<file path="config.mk">
export PLATFORM = sky130hd
export DESIGN_NAME = tptr_addr_unit
export DESIGN_NICKNAME = d
export VERILOG_FILES = /design/src/rtl/tptr_pkg.sv /design/src/rtl/tptr_step.sv /design/src/rtl/tptr_regs.sv /design/src/rtl/tptr_ctrl.sv /design/src/rtl/tptr_addr_unit.sv
export SDC_FILE = /design/constraint.sdc
export NUM_CORES = 1
export LEC_CHECK = 0
export BUFFER_PORTS_ARGS = -buffer_cell sky130_fd_sc_hd__buf_2
export CAP_MARGIN = 20
export CORE_ASPECT_RATIO = 1.1
export CORE_MARGIN = 2
export CORE_UTILIZATION = 55
export DETAILED_ROUTE_END_ITERATION = 10
export PLACE_DENSITY = 0.85
export REMOVE_ABC_BUFFERS = 1
export SKIP_CTS_REPAIR_TIMING = 1
export SYNTH_ARGS = -nofsm -noshare
export SYNTH_HDL_FRONTEND = slang
export SYNTH_SLANG_ARGS = --single-unit
</file>
<file path="constraint.sdc">
create_clock -name clk -period 5.5 [get_ports clk]
set_input_delay 0.275 -clock clk [delete_from_list [all_inputs] [get_ports clk]]
set_output_delay 0.275 -clock clk [all_outputs]
set_load 0.03 [all_outputs]
</file>
<file path="src/rtl/tptr_pkg.sv">
package tptr_pkg;

    typedef enum logic [1:0] {
        MODE_HOLD     = 2'b00,
        MODE_POST_INC = 2'b01,
        MODE_POST_DEC = 2'b10,
        MODE_PRE_INC  = 2'b11
    } tptr_mode_e;

    typedef enum logic {
        ST_IDLE   = 1'b0,
        ST_ACCESS = 1'b1
    } tptr_state_e;

endpackage

</file>
<file path="src/rtl/tptr_step.sv">
module tptr_step
    import tptr_pkg::*;
#(
    parameter int PTR_W = 22
) (
    input  logic [PTR_W-1:0] cur_ptr,
    input  tptr_mode_e       mode,
    output logic [PTR_W-1:0] access_addr,
    output logic [PTR_W-1:0] next_ptr
);
    localparam int LOW_W = PTR_W - 1;
    localparam logic [LOW_W-1:0] LOW_ONE = {{(LOW_W-1){1'b0}}, 1'b1};

    logic [LOW_W-1:0] low_field;
    logic [LOW_W-1:0] low_up;
    logic [LOW_W-1:0] low_down;
    logic             space_bit;

    assign low_field = cur_ptr[LOW_W-1:0];
    assign space_bit = cur_ptr[PTR_W-1];
    assign low_up    = low_field + LOW_ONE;
    assign low_down  = low_field - LOW_ONE;

    always_comb begin
        unique case (mode)
            MODE_HOLD: begin
                access_addr = cur_ptr;
                next_ptr    = cur_ptr;
            end
            MODE_POST_INC: begin
                access_addr = cur_ptr;
                next_ptr    = {space_bit, low_up};
            end
            MODE_POST_DEC: begin
                access_addr = cur_ptr;
                next_ptr    = {space_bit, low_down};
            end
            MODE_PRE_INC: begin
                access_addr = {space_bit, low_up};
                next_ptr    = {space_bit, low_up};
            end
        endcase
    end
endmodule

</file>
<file path="src/rtl/tptr_regs.sv">
module tptr_regs #(
    parameter int PTR_W     = 22,
    parameter int BYTE_W    = 8,
    parameter int NUM_BYTES = (PTR_W + BYTE_W - 1) / BYTE_W,
    parameter int SEL_W     = (NUM_BYTES > 1) ? $clog2(NUM_BYTES) : 1
) (
    input  logic                        clk,
    input  logic                        rst_n,
    input  logic                        wr_en,
    input  logic [SEL_W-1:0]            wr_sel,
    input  logic [BYTE_W-1:0]           wr_data,
    input  logic                        upd_en,
    input  logic [PTR_W-1:0]            upd_val,
    output logic [PTR_W-1:0]            ptr_q,
    output logic [NUM_BYTES*BYTE_W-1:0] rd_bytes
);
    localparam int PAD_W = NUM_BYTES * BYTE_W;

    logic [PTR_W-1:0] sw_next;
    logic [PAD_W-1:0] cur_pad;

    always_comb begin
        for (int b = 0; b < PTR_W; b++) begin
            if (wr_sel == SEL_W'(b / BYTE_W))
                sw_next[b] = wr_data[b % BYTE_W];
            else
                sw_next[b] = ptr_q[b];
        end
    end

    always_ff @(posedge clk or negedge rst_n) begin
        if (!rst_n)
            ptr_q <= '0;
        else if (wr_en)
            ptr_q <= sw_next;
        else if (upd_en)
            ptr_q <= upd_val;
    end

    always_comb begin
        cur_pad = '0;
        cur_pad[PTR_W-1:0] = ptr_q;
    end

    for (genvar g = 0; g < NUM_BYTES; g++) begin : g_rd_byte
        assign rd_bytes[g*BYTE_W +: BYTE_W] = cur_pad[g*BYTE_W +: BYTE_W];
    end

    // software write always wins over an automatic step
    a_r10_sw_wins: assert property (@(posedge clk) disable iff (!rst_n)
        wr_en |=> ptr_q == $past(sw_next));
endmodule

</file>
<file path="src/rtl/tptr_ctrl.sv">
module tptr_ctrl
    import tptr_pkg::*;
#(
    parameter int PTR_W = 22
) (
    input  logic             clk,
    input  logic             rst_n,
    input  logic             op_valid,
    input  logic             op_is_write,
    input  logic             reg_wr_en,
    input  logic [PTR_W-1:0] step_addr,
    output logic             accept,
    output logic             acc_valid,
    output logic             acc_is_write,
    output logic [PTR_W-1:0] acc_addr
);
    tptr_state_e state_q, state_d;

    always_ff @(posedge clk or negedge rst_n) begin
        if (!rst_n) begin
            state_q      <= ST_IDLE;
            acc_is_write <= 1'b0;
            acc_addr     <= '0;
        end else begin
            state_q <= state_d;
            if (accept) begin
                acc_is_write <= op_is_write;
                acc_addr     <= step_addr;
            end
        end
    end

    always_comb begin
        accept    = 1'b0;
        acc_valid = 1'b0;
        state_d   = state_q;
        unique case (state_q)
            ST_IDLE: begin
                if (op_valid && !reg_wr_en) begin
                    accept  = 1'b1;
                    state_d = ST_ACCESS;
                end
            end
            ST_ACCESS: begin
                acc_valid = 1'b1;
                state_d   = ST_IDLE;
            end
        endcase
    end

    // access outputs are a single-cycle pulse
    a_r8_single_pulse: assert property (@(posedge clk) disable iff (!rst_n)
        acc_valid |=> !acc_valid);
    // an accepted strobe shows up on the next cycle with its write flag
    a_r8_accept_next: assert property (@(posedge clk) disable iff (!rst_n)
        accept |=> acc_valid && acc_is_write == $past(op_is_write));
    // a strobe during the access cycle is never accepted
    a_r9_no_accept_busy: assert property (@(posedge clk) disable iff (!rst_n)
        acc_valid |-> !accept);
endmodule

</file>
<file path="src/rtl/tptr_addr_unit.sv">
module tptr_addr_unit
    import tptr_pkg::*;
#(
    parameter int  PTR_W     = 22,
    parameter int  BYTE_W    = 8,
    parameter int  OFS_W     = 6,
    localparam int NUM_BYTES = (PTR_W + BYTE_W - 1) / BYTE_W,
    localparam int SEL_W     = (NUM_BYTES > 1) ? $clog2(NUM_BYTES) : 1,
    localparam int BLK_W     = PTR_W - OFS_W
) (
    input  logic                        clk,
    input  logic                        rst_n,
    input  logic                        reg_wr_en,
    input  logic [SEL_W-1:0]            reg_wr_sel,
    input  logic [BYTE_W-1:0]           reg_wr_data,
    output logic [NUM_BYTES*BYTE_W-1:0] reg_rd_bytes,
    input  logic                        op_valid,
    input  logic                        op_is_write,
    input  logic [1:0]                  op_mode,
    output logic                        acc_valid,
    output logic                        acc_is_write,
    output logic [PTR_W-1:0]            acc_addr,
    output logic                        acc_hi_byte,
    output logic [PTR_W-1:0]            ptr_value,
    output logic [BLK_W-1:0]            blk_addr,
    output logic [OFS_W-1:0]            blk_offset
);
    logic [PTR_W-1:0] step_addr;
    logic [PTR_W-1:0] step_next;
    logic             accept;
    tptr_mode_e       mode;

    assign mode = tptr_mode_e'(op_mode);

    tptr_step #(.PTR_W(PTR_W)) u_step (
        .cur_ptr     (ptr_value),
        .mode        (mode),
        .access_addr (step_addr),
        .next_ptr    (step_next)
    );

    tptr_ctrl #(.PTR_W(PTR_W)) u_ctrl (
        .clk          (clk),
        .rst_n        (rst_n),
        .op_valid     (op_valid),
        .op_is_write  (op_is_write),
        .reg_wr_en    (reg_wr_en),
        .step_addr    (step_addr),
        .accept       (accept),
        .acc_valid    (acc_valid),
        .acc_is_write (acc_is_write),
        .acc_addr     (acc_addr)
    );

    tptr_regs #(.PTR_W(PTR_W), .BYTE_W(BYTE_W)) u_regs (
        .clk      (clk),
        .rst_n    (rst_n),
        .wr_en    (reg_wr_en),
        .wr_sel   (reg_wr_sel),
        .wr_data  (reg_wr_data),
        .upd_en   (accept),
        .upd_val  (step_next),
        .ptr_q    (ptr_value),
        .rd_bytes (reg_rd_bytes)
    );

    assign acc_hi_byte = acc_addr[0];
    assign blk_addr    = ptr_value[PTR_W-1:OFS_W];
    assign blk_offset  = ptr_value[OFS_W-1:0];

    // the space-select bit is untouched unless software writes it
    a_r7_top_bit_kept: assert property (@(posedge clk) disable iff (!rst_n)
        !reg_wr_en |=> ptr_value[PTR_W-1] == $past(ptr_value[PTR_W-1]));
    // post-increment accesses the old value and steps it up
    a_r4_post_inc: assert property (@(posedge clk) disable iff (!rst_n)
        (!acc_valid && op_valid && !reg_wr_en && op_mode == 2'b01) |=>
        (acc_addr == $past(ptr_value)) &&
        (ptr_value[PTR_W-2:0] == $past(ptr_value[PTR_W-2:0]) + 1'b1));
    // pre-increment accesses the stepped pointer
    a_r6_pre_inc: assert property (@(posedge clk) disable iff (!rst_n)
        (!acc_valid && op_valid && !reg_wr_en && op_mode == 2'b11) |=>
        acc_addr == ptr_value);
    // a strobe in the access cycle leaves the pointer alone
    a_r9_busy_hold: assert property (@(posedge clk) disable iff (!rst_n)
        (acc_valid && op_valid && !reg_wr_en) |=> $stable(ptr_value));
    // a colliding register write suppresses the access
    a_r10_collide_drop: assert property (@(posedge clk) disable iff (!rst_n)
        (!acc_valid && op_valid && reg_wr_en) |=> !acc_valid);
endmodule

</file>
==> impl_metrics.csv <==
group,metric,value,unit
pwr,irDropWorstVdd,0.000252,V
floorplanning,die_h,87.8,µm
timing,fin_skew,6.02,ps
detailed_routing,dr.pass1.iters,5,
synthesis,synthTopCellsByCount,"buf_4 (49), nand2_1 (47), dfrtp_1 (46)",
place,dp.cells,542,
layout,multi_input_area,1830,µm²
global_route,first_global_vias,2828,
timing,slew_violations,0,
cts,cts_tree,"done",
setup_path,required,5740,ps
setup_path,cp-start-kind,"flop",
detailed_routing,drt_wl_total,8870,µm
global_route,grt_overflow,0,
floorplanning,die_x,80.2,µm
cts,clock_latency,310,ps
detailed_routing,wl_per_cell,16.0,µm
layout,fin_nets,492,
global_route,grt_start_max_net_pins,47,
synthesis,synth_edf_count,0,
floorplanning,pin_count,110,
global_route,grt_pass1_wl,14300,µm
timing,rsz0062_at_grt,"false",
timing,setup_viol,0,
setup_path,critPathBufInv,1,
setup_path,r2r_setup_slack,3080,ps
timing,setup-tns-final,0,ps
timing,period_needed,2420,ps
outcome,status,"complete, no violations",
layout,seq_area,1150,µm²
floorplanning,fp.dieArea,7040,µm²
pwr,p_per_area,405,nW/µm²
setup_path,endpoint_kind,"flop",
place,gp_congestion,0.932,
layout,diodes,0,
synthesis,syn-cell-area,3510,µm²
pwr,p_leak,0.00168,µW
setup_path,arrival,2660,ps
synthesis,avgSynthCellArea,8.02,µm²
global_route,antenna_found_initial,0,
cts,clock_path_buffers,2,
cts,cts_sinks,46,
synthesis,ys_seq_elements,46,
synthesis,syn_inst,438,
synthesis,yosysMostFrequentCell,"buf_4",
setup_path,slowest_delay,520,ps
place,hpwl,6110,µm
detailed_routing,vias,3308,
timing,fin_crit_sh,0.440,
timing,tightest_slew,726,ps
setup_path,worst-setup-path-type,"flop to flop",
detailed_routing,viasPerCell,5.98,
global_route,grt_usage,0.256,
synthesis,ys_types,59,
synthesis,ys_top_cells_by_area,"dfrtp_1 (33%), buf_4 (10%), o21ai_0 (6.1%)",
setup_path,path_cells,"inv_1, ha_1, or3b_1, or4_1, o31ai_1, a21oi_1, o21ai_1",
timing,finalHoldViolCount,0,
layout,fill_cells,573,
setup_path,crit_fanout,13,
detailed_routing,detail-route-antenna-nets,0,
setup_path,critPathTopFamily,"simple AND/OR/NAND/NOR gates",
layout,stdcell_count,553,
timing,max_freq,0.413,GHz
pwr,total_power,1530,µW
synthesis,seq_area_frac_synth,0.328,
synthesis,yosysWarnings,0,
worst_hold_path,holdCritPathClass,"primary input to flop",
cts,cts_made_buffers,5,
detailed_routing,drc_errors,0,
floorplanning,initial_core_util,0.567,
setup_path,slowest_stage,"dfrtp_1",
synthesis,yosysTopAreaCell,"dfrtp_1",
synthesis,synth-main-ff-cell,"dfrtp_1",
layout,drive_gt1_frac,0.281,
flow_run,drv_cap,0,
synthesis,synthArstFlopShare,1.00,
floorplanning,core_area,6190,µm²
floorplanning,row_count,30,
place,io_buffers,107,
cts,cts_root_buf,"clkbuf_8",
detailed_routing,first_iter_violations,320,
cts,cts_max_level,2,
layout,syn2layout_area_growth,7.23,%
synthesis,synth.top_cell.area_share,0.328,
timing,relSlewSlack,0.511,
cts,clk_pin_slew_worst_paths,80,ps
## logic make-up (layout without fill, tap and decap cells)
kind of cell / Yosys count / count (layout) / share of synthesized area
and+or+nand+nor: 158 / 158 / 0.237
AOI/OAI and AO/OA: 107 / 107 / 0.189
buffers and inverters: 91 / 125 / 0.152
DFF: 46 / 46 / 0.328
xor gates and xnor gates: 26 / 26 / 0.0648
muxes: 7 / 7 / 0.0214
adders and majority gates: 2 / 2 / 0.00712
other: 1 / 2 / 0.00107
## cell type report
class,instances,share of cell area
Clock buffer,7,0.0203
Timing Repair Buffer,113,0.157
Tap cell,80,0.0266
Inverter,5,0.00498
Sequential cell,46,0.306
Multi-Input combinational cell,302,0.486
## worst register-to-register path: cells and delay by family, from the launching register on
family	cells	cell delay, ps
simple gates	2	990
compound gates	3	530
flops	1	520
fa+ha+maj	1	190
buf+inv	1	130
## state kept, by name, indices dropped and copies added, names as in the netlist
register,cells
u_ctrl.state_q,1
u_regs.ptr_q,22
u_ctrl.acc_is_write,1
u_ctrl.acc_addr,22
## cells in the final DEF, fill, tap and decap left out, types with 5 or more instances in the layout
master / Yosys / final
clkbuf_8: 0 / 5
o31ai_1: 10 / 10
nor4_1: 5 / 5
buf_2: 8 / 109
or3_1: 6 / 6
nand3_1: 11 / 11
nor3_1: 13 / 13
nor2_1: 30 / 30
dfrtp_1: 46 / 46
xnor2_1: 14 / 14
nand4_1: 11 / 11
a21boi_0: 5 / 5
o21ai_0: 43 / 43
xor2_1: 12 / 12
a21oi_1: 19 / 19
or4_1: 6 / 6
nand2_1: 47 / 47
## routing by layer
layer  wire length (µm)  share of wire  global-route usage
met1               3770           0.43               0.360
met2               4200           0.47               0.408
met3                688          0.078              0.0412
met4                213          0.024              0.0801
met5                  0              0                   0
## stage by stage
| stage | setup slack [ps] | cell area, µm² | hold WS, ps | util |
|---|---|---|---|---|
| after global placement | 2600 | 3650 | 457 | 0.589 |
| after global routing | 2870 | 3770 | 214 | 0.608 |
| after floorplan | 2740 | 3000 | -20.6 | - |
| final | 3080 | 3770 | 208 | 0.608 |
| after CTS | 2790 | 3730 | 190 | 0.602 |
| after detailed placement | 2470 | 3650 | 465 | 0.589 |
## final timing paths
kind | to | from | depth (start not counted)
worst max-delay path | u_regs.ptr_q[16]$_DFFE_PN0P_ | u_regs.ptr_q[0]$_DFFE_PN0P_ | 7
worst min-delay path | u_ctrl.acc_is_write$_DFFE_PN0P_ | op_is_write | 2
worst max register to register | u_regs.ptr_q[16]$_DFFE_PN0P_ | u_regs.ptr_q[0]$_DFFE_PN0P_ | 7
worst min register to register | u_ctrl.acc_addr[9]$_DFFE_PN0P_ | u_ctrl.acc_addr[9]$_DFFE_PN0P_ | 2
max in group asynchronous | u_ctrl.acc_addr[19]$_DFFE_PN0P_ | rst_n | 3
min in group asynchronous | u_ctrl.acc_addr[12]$_DFFE_PN0P_ | rst_n | 2
## power by group
| part | internal, µW | switching (µW) | total [µW] |
|---|---|---|---|
| Sequential | 417 | 156 | 573 |
| Clock | 87.8 | 114 | 202 |
| Combinational | 223 | 530 | 752 |
(Power assumes the default switching activity.)
